--- config.mk ---
export PLATFORM = sky130hd
export DESIGN_NAME = irq_vec_ctrl
export DESIGN_NICKNAME = d
export VERILOG_FILES = /design/src/rtl/irq_vec_pkg.sv /design/src/rtl/irq_vec_qual.sv /design/src/rtl/irq_vec_sel.sv /design/src/rtl/irq_vec_seq.sv /design/src/rtl/irq_vec_ctrl.sv
export SDC_FILE = /design/constraint.sdc
export NUM_CORES = 1
export LEC_CHECK = 0
export BUFFER_PORTS_ARGS = -buffer_cell sky130_fd_sc_hd__buf_2
export CAP_MARGIN = 20
export CORE_AREA = 2 2 39 41
export CTS_BUF_LIST = sky130_fd_sc_hd__clkbuf_8
export CTS_CLUSTER_SIZE = 10
export DETAILED_ROUTE_END_ITERATION = 8
export DIE_AREA = 0 0 41 43
export PLACE_DENSITY = 0.68
export SLEW_MARGIN = 20
export SYNTH_ARGS = -nofsm -noshare
export SYNTH_HDL_FRONTEND = slang
export SYNTH_SLANG_ARGS = --single-unit
--- constraint.sdc ---
create_clock -name clk -period 1.2 [get_ports clk]
set_input_delay 0.12 -clock clk [delete_from_list [all_inputs] [get_ports clk]]
set_output_delay 0.12 -clock clk [all_outputs]
set_load 0.03 [all_outputs]
--- src/rtl/irq_vec_pkg.sv ---
package irq_vec_pkg;
   typedef enum logic [1:0] {
      SEQ_IDLE   = 2'd0,
      SEQ_REQ    = 2'd1,
      SEQ_MASTER = 2'd2
   } seq_state_e;

   localparam int NUM_CH = 2;
endpackage

--- src/rtl/irq_vec_qual.sv ---
module irq_vec_qual #(
   parameter int SYNC_IN = 0
) (
   input  logic clk,
   input  logic rst_n,
   input  logic irq,
   input  logic ena,
   output logic pend
);
   logic raw;
   assign raw = irq & ena;

   generate
      if (SYNC_IN != 0) begin : g_reg
         logic pend_q;
         always_ff @(posedge clk) begin
            if (!rst_n) pend_q <= 1'b0;
            else        pend_q <= raw;
         end
         assign pend = pend_q;
      end else begin : g_comb
         assign pend = raw;
      end
   endgenerate
endmodule

--- src/rtl/irq_vec_sel.sv ---
module irq_vec_sel (
   input  logic [irq_vec_pkg::NUM_CH-1:0] pend,
   output logic                           any,
   output logic                           win_b
);
   // channel index 1 (B) outranks index 0 (A)
   assign any   = |pend;
   assign win_b = pend[1];
endmodule

--- src/rtl/irq_vec_seq.sv ---
module irq_vec_seq #(
   parameter int BASE_W = 6
) (
   input  logic              clk,
   input  logic              rst_n,
   input  logic              any,
   input  logic              win_b,
   input  logic              grant,
   input  logic              ack,
   input  logic [BASE_W-1:0] base,
   output logic              req,
   output logic              master,
   output logic              ch_q,
   output logic [BASE_W-1:0] base_q
);
   import irq_vec_pkg::*;

   seq_state_e st_q, st_d;
   logic       take;

   always_comb begin
      st_d = st_q;
      take = 1'b0;
      unique case (st_q)
         SEQ_IDLE:   if (any) st_d = SEQ_REQ;
         SEQ_REQ: begin
            if (!any) st_d = SEQ_IDLE;
            else if (grant) begin
               st_d = SEQ_MASTER;
               take = 1'b1;
            end
         end
         SEQ_MASTER: if (ack) st_d = SEQ_IDLE;
         default:    st_d = SEQ_IDLE;
      endcase
   end

   always_ff @(posedge clk) begin
      if (!rst_n) begin
         st_q   <= SEQ_IDLE;
         ch_q   <= 1'b0;
         base_q <= '0;
      end else begin
         st_q <= st_d;
         if (take) begin
            ch_q   <= win_b;
            base_q <= base;
         end
      end
   end

   assign req    = (st_q == SEQ_REQ);
   assign master = (st_q == SEQ_MASTER);
endmodule

--- src/rtl/irq_vec_ctrl.sv ---
module irq_vec_ctrl #(
   parameter int VEC_W   = 9,
   parameter int NUM_LVL = 4,
   parameter int LOW_LVL = 4,
   parameter int REQ_LVL = 4,
   parameter int SYNC_IN = 0
) (
   input  logic                clk,
   input  logic                rst_n,
   input  logic                irq_a,
   input  logic                ena_a,
   input  logic                irq_b,
   input  logic                ena_b,
   input  logic [VEC_W-4:0]    vec_base,
   output logic [NUM_LVL-1:0]  bus_br,
   input  logic                bus_grant,
   input  logic                bus_ack,
   output logic                bus_master,
   output logic [VEC_W-1:0]    vec_data
);
   import irq_vec_pkg::*;

   localparam int BASE_W  = VEC_W - 3;
   localparam int LVL_IDX = REQ_LVL - LOW_LVL;

   generate
      if (VEC_W < 4) begin : g_bad_w
         $error("VEC_W must leave at least one base bit");
      end
      if (REQ_LVL < LOW_LVL || REQ_LVL >= LOW_LVL + NUM_LVL) begin : g_bad_lvl
         $error("REQ_LVL outside the request lines");
      end
   endgenerate

   logic [NUM_CH-1:0] irq_v, ena_v, pend;
   assign irq_v = {irq_b, irq_a};
   assign ena_v = {ena_b, ena_a};

   generate
      for (genvar c = 0; c < NUM_CH; c++) begin : g_ch
         irq_vec_qual #(.SYNC_IN(SYNC_IN)) u_qual (
            .clk  (clk),
            .rst_n(rst_n),
            .irq  (irq_v[c]),
            .ena  (ena_v[c]),
            .pend (pend[c])
         );
      end
   endgenerate

   logic any, win_b, req, master, ch_q;
   logic [BASE_W-1:0] base_q;

   irq_vec_sel u_sel (
      .pend (pend),
      .any  (any),
      .win_b(win_b)
   );

   irq_vec_seq #(.BASE_W(BASE_W)) u_seq (
      .clk   (clk),
      .rst_n (rst_n),
      .any   (any),
      .win_b (win_b),
      .grant (bus_grant),
      .ack   (bus_ack),
      .base  (vec_base),
      .req   (req),
      .master(master),
      .ch_q  (ch_q),
      .base_q(base_q)
   );

   generate
      for (genvar l = 0; l < NUM_LVL; l++) begin : g_lvl
         if (l == LVL_IDX) begin : g_on
            assign bus_br[l] = req;
         end else begin : g_off
            assign bus_br[l] = 1'b0;
         end
      end
   endgenerate

   assign bus_master = master;
   assign vec_data   = master ? {base_q, ch_q, 2'b00} : '0;
endmodule

* Yosys cells after proc, flatten, opt, wreduce, memory -nomap -nowiden
Cells that the tools add are included.
** Storage, ports and cells
- Logic and storage cells :: 22
- Bits of input ports :: 14
- Output and inout bits :: 14
- Register bits :: 9
** Operators by class
- Mux-type cells :: 9
- Bitwise gates (word level) :: 2
- Equality and inequality tests :: 5
- Reduce and logical (&&, ||, !) cells :: 3
** Operators by type and width (number)
- $mux 9 :: 1
- $mux 2 :: 4
- $pmux 2 s3 :: 1
- $mux 1 :: 3
- $ne 3x3->1 const B :: 1
- $reduce_and 3->1 :: 1
- $and 1x1->1 :: 2
- $eq 2x1->1 const B :: 1
- $eq 2x2->1 const B :: 1
- $logic_not 2->1 :: 1
- $ne 2x1->1 const B :: 1
- $ne 2x2->1 const B :: 1
- $reduce_or 2->1 :: 1

* Depth between registers and ports, before layout
Gate-level depths: netlist of run 1.
- Word-level depth :: 4
- Depth in mapped cells :: 4
- Gate-level depth less buffers :: 3

* Hierarchy
A second synthesis of run 1 with hierarchy kept.
** Unflattened totals
- Cell total of the unflattened synthesis :: 58
- Area, all modules :: 496.7 um^2
** Modules (own cells, without submodules)
- irq_vec_seq :: seq. area each 180.2 um^2, times used 1, cells each 40, area an instance 377.9 um^2
- irq_vec_ctrl :: seq. area each 0.0 um^2, times used 1, cells each 14, area an instance 92.6 um^2
- irq_vec_sel :: seq. area each 0.0 um^2, times used 1, cells each 2, area an instance 13.8 um^2
- irq_vec_qual :: seq. area each 0.0 um^2, times used 2, cells each 1, area an instance 6.3 um^2

* Worst setup path before layout of run 1
No wires, ideal clock.
- Path type :: register to output
- Start point :: register u_seq.st_q[1]
- End point :: output port vec_data[2]
- Path slack :: 0.006 ns
- Cell stages (with the launch flop) :: 4
- Arrival time :: 1.074 ns
- Buffers on the path :: 1
- Required time :: 1.080 ns
- Path through :: dfxtp_1 -> nor2b_1 -> buf_2 -> and2_1
** On the way
- Longest elaborated chain between the ends :: 2
** RTL lines
- start: declaration :: RTL line irq_vec_seq.sv:18 : seq_state_e st_q, st_d;
- start signal: assignment :: RTL line irq_vec_seq.sv:44 : st_q <= st_d;
- $eq 2x2->1 :: RTL line irq_vec_seq.sv:53 : assign master = (st_q == SEQ_MASTER);
- via bus_master :: RTL line irq_vec_ctrl.sv:18 : output logic bus_master,
- $mux 9 :: RTL line irq_vec_ctrl.sv:85 : assign vec_data = master ? {base_q, ch_q, 2'b00} : '0;
- end: declaration :: RTL line irq_vec_ctrl.sv:19 : output logic [VEC_W-1:0] vec_data
The timed path passes the listed nets, and every way through them passes these cells.

* Final worst setup path of run 1
- Start point :: register u_seq.st_q[1]
- End point :: output port vec_data[7]
** On the way
- Longest elaborated chain between the ends :: 2
** RTL lines (RTL line)
- $eq 2x2->1 :: irq_vec_seq.sv:53
- $mux 9 :: irq_vec_ctrl.sv:85
No other way between the ends.

==> flow_summary.yaml, run 1 <==
run_status:
  status: "finished, violations left"
  violations: "negative setup slack"
sta:
  setup-violations-final: 5
  timing.fmax_mhz: 819
  final_hold_vios: 0
  shortest_period_the_worst_path_allows_ns: 1.22
  final.period_utilization_pct: 102
  maxSlewViolCount: 0
  setup_slack_ns: -0.0211
  timing.clock.skew_ns: 0.00427
  totalNegativeSetupSlack_ns: -0.0866
  unrepaired_setup_endpoints_after_global_routing: "yes"
placement:
  routabilityCongestion: 0.610
  place_area_um2: 607
  dp_worst_setup_slack_ns: 0.0730
  port-buffer-count: 22
pwr:
  power.combinational.fraction_pct: 13.2
  internal_power_uw: 569
  total_leakage_power_uw: 0.000340
  cellPowerDensity_mw_per_mm2: 1010
  max-vdd-ir-drop_mv: 1.06
  p_sw_share_pct: 24.0
  power_frac_seq_pct: 41.9
  part_of_the_power_in_the_clock_network_pct: 44.9
  total_power_uw: 748
  p_switching_uw: 180
clock_network:
  clk-insertion-delay-late_ns: 0.23
  cts.htree.levels: 1
  clock_tree_from_tritoncts: "built"
  clock-sinks: 9
  cts_buffers: 3
  ctsLongestPathBuffers: 2
  clkTransAtPathRegs_ns: 0.05
  holdBufCountCts: 0
  root_buffer: "sky130_fd_sc_hd__clkbuf_8"
route:
  vias: 440
  drt_pre_antenna_iters: 3
  final_antenna_net_count: 0
  viasPerCell: 4.49
  dr.first_iter.drc_count: 4
  drc: 0
  drt_wl_total_um: 1020
  drt-wirelength-per-cell_um: 10.4
logic_synthesis:
  share_of_synthesized_registers_carrying_an_async_set_or_reset_pct: 0
  netlist_area_um2: 484
  post_syn_instances: 56
  share_of_the_synthesized_area_in_the_top_cell_type_pct: 37.2
  synth.cells.most_frequent: "sky130_fd_sc_hd__nand2_1 (15), sky130_fd_sc_hd__dfxtp_1 (9), sky130_fd_sc_hd__buf_4 (8)"
  synth.ff_latch_count: 9
  count_of_flip_flops_with_a_built_in_enable_after_synthesis: 0
  post-synth-top-count-cell: "sky130_fd_sc_hd__nand2_1"
  ys.flop_type: "sky130_fd_sc_hd__dfxtp_1"
  post_synth.cell_area_avg_um2: 8.65
  synthTopCellsByArea: "sky130_fd_sc_hd__dfxtp_1 (37%), sky130_fd_sc_hd__mux2i_1 (14%), sky130_fd_sc_hd__buf_4 (12%), sky130_fd_sc_hd__nand2_1 (12%), sky130_fd_sc_hd__and2_1 (9.0%)"
  synth_warnings: 0
  netlist-cell-type-count: 13
  synth_area_leader_cell: "sky130_fd_sc_hd__dfxtp_1"
  synth-seq-area-share_pct: 37.2
floorplanning:
  rows: 14
  io_pins: 28
  die_width_um: 41
  dieHeight_um: 43
  coreArea_mm2: 0.00138
  dieArea_mm2: 0.00176
  floorplan.initialDensity_pct: 35.0
global_route:
  global_route_wire_length_before_repair_um: 1630
  grt.total_usage_pct: 13.8
  pin_count_of_the_biggest_net_entering_global_routing: 17
  globalRoute.totalOverflow: 0
  via_count_of_the_first_global_routing_pass: 413
  antenna_found_initial: 0
critical_path:
  crit_required_ns: 1.08
  critical_path_class: "flop to primary output"
  crit_path_start_kind: "flop"
  timing.rr.end: "u_seq.base_q[3]"
  worstSetupStartpoint: "u_seq.st_q[1]"
  worstSetupEndpointType: "primary output"
  crit_fanout: 6
  r2r_slack_ns: 0.09
  reg2regPathDepth: 4
  timing.critical_path.arrival_ns: 1.10
  regToRegStartpoint: "u_seq.st_q[1]"
cells_and_area:
  postLayoutCellArea_um2: 738
  num-nets-final: 97
  drive_gt1_share_pct: 51.2
  filler_cell_count: 137
  area_growth_pct: 52.5
  insertedDiodeCount: 0
worst_hold_path:
  holdCritPathClass: "input pin to flop"
  min_from: "vec_base[1]"
  min_path_cells: 3
  min_delay_worst_endpoint: "u_seq.base_q[1]"
flow_run:
  max_cap_violations: 0
## registers in the layout, indices dropped and copies added, names as in the netlist
signal,flops
u_seq.st_q,2
u_seq.ch_q,1
u_seq.base_q,6
## critical path: stages (launching register included)
cell and delay [ns]:
sky130_fd_sc_hd__dfxtp_2 0.33, sky130_fd_sc_hd__nor2b_4 0.17, sky130_fd_sc_hd__buf_6 0.13, sky130_fd_sc_hd__and2_4 0.13, sky130_fd_sc_hd__buf_6 0.12
## per-layer routing
metal	GRT usage (%)	up-vias	part of all wire, %
li1	-	218	-
met1	15.4	206	37
met2	22.2	16	54
met3	9.95	0	9.2
met4	0	0	0
met5	0	-	0
## final cells by class
| cell class | instances | area, µm² | area share, % |
|---|---|---|---|
| clock buffers | 3 | 41.3 | 5.59 |
| multi-input cells | 42 | 279 | 37.8 |
| well taps | 16 | 20.0 | 2.71 |
| flip-flops and latches | 9 | 183 | 24.7 |
| repair buffers | 27 | 211 | 28.6 |
| clock inverters | 1 | 3.75 | 0.508 |
## cells in the final DEF (no fill, tap or decap), types with 2 or more instances in the layout
master	instances
sky130_fd_sc_hd__conb_1	5
sky130_fd_sc_hd__mux2i_1	7
sky130_fd_sc_hd__nand2_1	15
sky130_fd_sc_hd__dfxtp_2	2
sky130_fd_sc_hd__buf_4	2
sky130_fd_sc_hd__and2_4	7
sky130_fd_sc_hd__buf_2	15
sky130_fd_sc_hd__dfxtp_1	7
sky130_fd_sc_hd__clkbuf_8	3
sky130_fd_sc_hd__buf_6	9
sky130_fd_sc_hd__nor2b_1	2
## stage by stage
stage	instances	hold slack [ns]	util, %
finish	98	0.135	53.3
floorplan	60	0.262	-
global placement	93	0.369	43.9
detailed placement	93	0.379	43.9
global route	98	0.137	53.3
CTS	98	0.135	53.3
## worst max path at each step
stage,end,slack (ns),cells after the start
2_1_floorplan,vec_data[2],0.006,3
3_3_place_gp,vec_data[6],0.12,4
3_5_place_dp,u_seq.base_q[3],0.07,4
4_1_cts,vec_data[5],-0.009,4
5_1_grt,vec_data[7],-0.06,4
6_report,vec_data[7],-0.02,4
## repair_timing
item                                    CTS  global route
hold endpoints to repair                  0             0
endpoints found under the setup margin    8             7
gates resized for setup                  27             0
pin swaps                                 5             2
setup buffers                             1             0
## cells by family (layout without fill, tap and decap cells)
kind of cell           after synthesis  in the layout  share of synthesized area, %
AND/OR/NAND/NOR                     28             28                          30.0
flip-flops                           9              9                          37.2
buffers and inverters                9             31                          13.4
multiplexers                         7              7                          14.5
AO/OA/AOI/OAI                        2              2                          4.13
other                                1              5                         0.774
## power groups by stage
stage	Clock (µW)	Sequential, µW	Combinational, µW
2_1_floorplan	0	316	78.3
3_3_place_gp	0	316	93.8
3_5_place_dp	0	317	95.1
4_1_cts	349	313	98.9
5_1_grt	369	314	108
6_report	336	313	98.9
Note: power is estimated with default switching activity, not from simulation.
==> inputs of run 2 (changes only) <==
PLACE_DENSITY = 0.71   (was 0.68)
clock period = 1 ns   (was 1.2 ns; I/O delays follow)
==> run 2 against run 1 <==
The run still ends with negative setup slack left; non-clock buffer count increased by 4; global-route usage increased by 0.49 points; clock power increased by 22%; critical endpoint is now vec_data[5]; largest cell class unchanged.
==> flow_summary.yaml, run 2 (synthesis results as in run 1) <==
global_route:
  global_route.usage.met1_pct: 18.9
  grt.total_usage_pct: 14.3
  antenna_found_initial: 0
  via_count_of_the_first_global_routing_pass: 402
  groute.layer.met2.usage_pct: 19.7
  highest_utilization_routing_layer_at_the_global_route_stage: "met2"
  grt_util_met3_pct: 4.71
  globalRoute.totalOverflow: 0
  pin_count_of_the_biggest_net_entering_global_routing: 17
  global_route_wire_length_before_repair_um: 1660
floorplanning:
  dieArea_mm2: 0.00176
  rows: 14
  io_pins: 28
  floorplan.initialDensity_pct: 35.0
  die_width_um: 41
  coreArea_mm2: 0.00138
  dieHeight_um: 43
pwr:
  internal_power_uw: 689
  cellPowerDensity_mw_per_mm2: 1160
  total_leakage_power_uw: 0.000372
  p_switching_uw: 224
  total_power_uw: 913
  power_frac_seq_pct: 41.2
  power.combinational.fraction_pct: 14.0
  part_of_the_power_in_the_clock_network_pct: 44.8
  p_sw_share_pct: 24.5
  max-vdd-ir-drop_mv: 1.02
sta:
  timing.clock.skew_ns: 0.00230
  final.period_utilization_pct: 119
  maxSlewViolCount: 0
  unrepaired_setup_endpoints_after_global_routing: "yes"
  final_hold_vios: 0
  shortest_period_the_worst_path_allows_ns: 1.19
  setup-violations-final: 17
  timing.fmax_mhz: 838
  setup_slack_ns: -0.193
critical_path:
  crit_required_ns: 0.90
  worst_path_max_delay_cell: "sky130_fd_sc_hd__dfxtp_2"
  timing.critical_path.arrival_ns: 1.09
  worstSetupEndpointType: "primary output"
  crit_fanout: 3
  crit_path_start_kind: "flop"
  cp_slowest_stage_delay_ns: 0.33
  critical_path_class: "flop to primary output"
  crit_path_cell_chain: "nor2b_4 -> buf_4 -> and2_4 -> buf_6"
  critPathBufInv: 2
  worst_path_dominant_cell_family: "flip-flops"
route:
  drt-wirelength-per-cell_um: 10.1
  drt_pre_antenna_iters: 2
  vias: 448
  final_antenna_net_count: 0
  viasPerCell: 4.39
  drc: 0
  drt_wl_total_um: 1030
  dr.first_iter.drc_count: 1
clock_network:
  holdBufCountCts: 0
  clock-sinks: 9
  root_buffer: "sky130_fd_sc_hd__clkbuf_8"
  ctsLongestPathBuffers: 2
  clkTransAtPathRegs_ns: 0.05
  cts.htree.levels: 1
  clock_tree_from_tritoncts: "built"
  clk-insertion-delay-late_ns: 0.23
  cts_buffers: 3
run_status:
  violations: "negative setup slack"
  status: "finished, violations left"
cells_and_area:
  area_growth_pct: 63.0
  drive_gt1_share_pct: 54.7
  top_regs: "u_seq.base_q: 6 flops, u_seq.st_q: 2 flops, u_seq.ch_q: 1 flops"
  largest_reg_flops: 6
  most-common-layout-cells: "sky130_fd_sc_hd__nand2_1 (14), sky130_fd_sc_hd__buf_6 (14), sky130_fd_sc_hd__buf_2 (13)"
  num-nets-final: 101
  insertedDiodeCount: 0
  postLayoutCellArea_um2: 790
  top_register: "u_seq.base_q"
placement:
  port-buffer-count: 22
  place_area_um2: 632
  dp.final_hpwl_um: 698
  routabilityCongestion: 0.597
worst_hold_path:
  holdCritPathClass: "input pin to flop"
flow_run:
  max_cap_violations: 0
## run 2: timing repair
action                                  CTS  global route
hold endpoints to repair                  0             0
gates resized for setup                  27             0
pin swaps                                 2             3
buffers inserted                          1             2
cloned                                    0             0
endpoints found under the setup margin   17            17
## run 2: area by class of cell
class,instances,area (µm²)
tap,16,20.0
fill,129,594
multi-input combinational,42,287
clock inverter,1,3.75
timing repair buffer,31,253
clock buffer,3,41.3
sequential,9,185
## run 2: path summary, 6_finish.rpt
check,depth (start not counted),end,start,slack [ns]
min,3,u_seq.base_q[2],vec_base[2],0.11
min reg2reg,2,u_seq.ch_q,u_seq.ch_q,0.46
max reg2reg,5,u_seq.base_q[0],u_seq.st_q[1],-0.09
max,4,vec_data[5],u_seq.st_q[1],-0.19
## run 2: tightest hold or removal path: cells and delay by family
kind / cells / cell delay, ns
buf+inv: 1 / 0.09
mux: 1 / 0.05
simple gates: 1 / 0.04
## run 2: layer usage
layer	vias up	part of all wire (%)
li1	227	-
met1	203	44
met2	16	48
met3	2	6.9
met4	0	0.97
met5	-	0
## run 2: power groups by stage
stage / Clock, µW / Combinational, µW / Sequential [µW]
floorplan: 0 / 95.4 / 381
global placement: 0 / 113 / 381
detailed placement: 0 / 114 / 382
CTS: 425 / 126 / 376
global route: 444 / 139 / 376
finish: 409 / 128 / 376
## run 2: metrics by stage
step | worst slack [ns] | utilization, % | std cells | hold WS (ns) | TNS, ns
CTS | -0.204 | 56.0 | 100 | 0.107 | -2.11
global placement | -0.0286 | 45.7 | 95 | 0.349 | -0.256
detailed placement | -0.0612 | 45.7 | 95 | 0.353 | -0.538
floorplan | -0.0163 | - | 60 | 0.242 | -0.0163
finish | -0.193 | 57.1 | 102 | 0.111 | -2.07
global route | -0.236 | 57.1 | 102 | 0.118 | -2.95
==> inputs of run 3 (changes only) <==
CELL_PAD_IN_SITES_DETAIL_PLACEMENT = 1   (was default)
CELL_PAD_IN_SITES_GLOBAL_PLACEMENT = 1   (was default)
CORE_AREA = default   (was 2 2 39 41)
CORE_MARGIN = 2   (was default)
CORE_UTILIZATION = 27   (was default)
DIE_AREA = default   (was 0 0 41 43)
PLACE_DENSITY = default   (was 0.71)
PLACE_DENSITY_LB_ADDON = 0.1   (was default)
SLEW_MARGIN = default   (was 20)
==> run 3 against run 2 <==
The flow still finishes with violations (negative setup slack); worst hold slack gained 0.00067 ns; clock power up 1%; via count down 0.89%; global-route usage decreased by 2.3 points; final cell count up 5.9%; die area increased by 22%; maximum frequency shrank 0.87%; sequential share of layout area grew 0.77 points; combinational power down 5%; setup slack got worse by 0.010 ns; critical endpoint is now vec_data[8]; largest cell class unchanged; highest routed layer unchanged.
==> flow_summary.yaml, run 3 (synthesis results as in run 1) <==
run_status:
  status: "finished, violations left"
  violations: "negative setup slack"
clock_network:
  root_buffer: "sky130_fd_sc_hd__clkbuf_8"
  cts.htree.levels: 1
  ctsLongestPathBuffers: 2
  clk-insertion-delay-late_ns: 0.23
  cts_buffers: 3
  clkTransAtPathRegs_ns: 0.04
  clock_tree_from_tritoncts: "built"
  clock-sinks: 9
cells_and_area:
  num-nets-final: 98
  top_register: "u_seq.base_q"
  top_regs: "u_seq.base_q: 6 flops, u_seq.st_q: 2 flops, u_seq.ch_q: 1 flops"
  insertedDiodeCount: 0
  area_growth_pct: 57.9
  most-common-layout-cells: "sky130_fd_sc_hd__nand2_1 (14), sky130_fd_sc_hd__buf_2 (14), sky130_fd_sc_hd__buf_6 (11)"
  drive_gt1_share_pct: 53.0
  largest_reg_flops: 6
route:
  vias: 444
  drt_wl_total_um: 1050
  dr.first_iter.drc_count: 3
  drc: 0
  drt-wirelength-per-cell_um: 9.74
  drt_pre_antenna_iters: 2
  final_antenna_net_count: 0
  viasPerCell: 4.11
critical_path:
  worstSetupEndpointType: "primary output"
  crit_fanout: 5
  timing.critical_path.arrival_ns: 1.10
  crit_path_start_kind: "flop"
  crit_required_ns: 0.90
  critical_path_class: "flop to primary output"
floorplanning:
  io_pins: 28
  rows: 15
  floorplan.initialDensity_pct: 28.4
  dieHeight_um: 46.4
  dieArea_mm2: 0.00215
  coreArea_mm2: 0.00171
  die_width_um: 46.4
sta:
  unrepaired_setup_endpoints_after_global_routing: "yes"
  totalNegativeSetupSlack_ns: -1.86
  timing.fmax_mhz: 831
  setup_slack_ns: -0.203
  timing.clock.skew_ns: 0.00130
  setup-violations-final: 16
  maxSlewViolCount: 0
  final_hold_vios: 0
  shortest_period_the_worst_path_allows_ns: 1.20
  final.period_utilization_pct: 120
worst_hold_path:
  holdCritPathClass: "input pin to flop"
global_route:
  global_route_wire_length_before_repair_um: 1710
  antenna_found_initial: 0
  pin_count_of_the_biggest_net_entering_global_routing: 17
  grt.total_usage_pct: 12.0
  globalRoute.totalOverflow: 0
  via_count_of_the_first_global_routing_pass: 384
placement:
  port-buffer-count: 22
  routabilityCongestion: 0.616
  dp.final_hpwl_um: 791
pwr:
  total_power_uw: 912
  total_leakage_power_uw: 0.000354
  max-vdd-ir-drop_mv: 1.03
  cellPowerDensity_mw_per_mm2: 1190
flow_run:
  max_cap_violations: 0
==> run 3: per-stage QoR <==
stage | area, µm² | hold WS [ns] | util [%] | setup slack [ns] | cells
2_1_floorplan | 524 | 0.242 | - | -0.0163 | 60
3_3_place_gp | 636 | 0.351 | 37.2 | -0.0715 | 103
3_5_place_dp | 636 | 0.360 | 37.2 | -0.0775 | 103
4_1_cts | 753 | 0.110 | 44.1 | -0.203 | 108
5_1_grt | 764 | 0.131 | 44.8 | -0.246 | 108
6_report | 764 | 0.112 | 44.8 | -0.203 | 108
==> run 3: repair_timing <==
action | in CTS | in global routing
gates resized for setup | 20 | 3
pin swaps | 7 | 2
endpoints found under the hold margin | 0 | 0
setup buffers | 1 | 0
gates cloned | 0 | 0
hold buffers | 0 | 0
setup endpoints to repair | 9 | 17
==> run 3: critical path, cell delays in order, from the launching register on <==
cell and delay, ns:
sky130_fd_sc_hd__dfxtp_2 0.34, sky130_fd_sc_hd__nor2b_4 0.16, sky130_fd_sc_hd__buf_6 0.12, sky130_fd_sc_hd__and2_4 0.13
sky130_fd_sc_hd__buf_6 0.12
==> run 3: worst paths after layout <==
kind | startpoint | end | slack (ns) | cells past startpoint
worst max-delay path | u_seq.st_q[1] | vec_data[8] | -0.20 | 4
worst min-delay path | vec_base[4] | u_seq.base_q[4] | 0.11 | 3
worst max register to register | u_seq.st_q[0] | u_seq.base_q[3] | -0.06 | 4
worst min register to register | u_seq.base_q[4] | u_seq.base_q[4] | 0.46 | 2
==> run 3: power breakdown <==
group	internal (µW)	switching, µW	total, µW
Combinational	48.9	73.4	122
Clock	267	146	414
Sequential	368	8.03	376
==> run 3: per-layer routing <==
| layer | vias up | part of all wire, % | wire (µm) | GRT usage (%) |
|---|---|---|---|---|
| met5 | - | 0 | 0 | 0 |
| met4 | 0 | 1.2 | 13 | 5.14 |
| met3 | 3 | 7.2 | 76 | 7.06 |
| met2 | 14 | 49 | 516 | 16.1 |
| met1 | 205 | 42 | 445 | 15.3 |
| li1 | 222 | - | - | - |
==> run 3: final cells by class <==
| cell class | instances | area (µm²) |
|---|---|---|
| sequential | 9 | 185 |
| tap | 25 | 31.3 |
| multi-input combinational | 42 | 287 |
| clock inverter | 1 | 3.75 |
| timing repair buffer | 28 | 216 |
| clock buffer | 3 | 41.3 |
| fill | 204 | 943 |
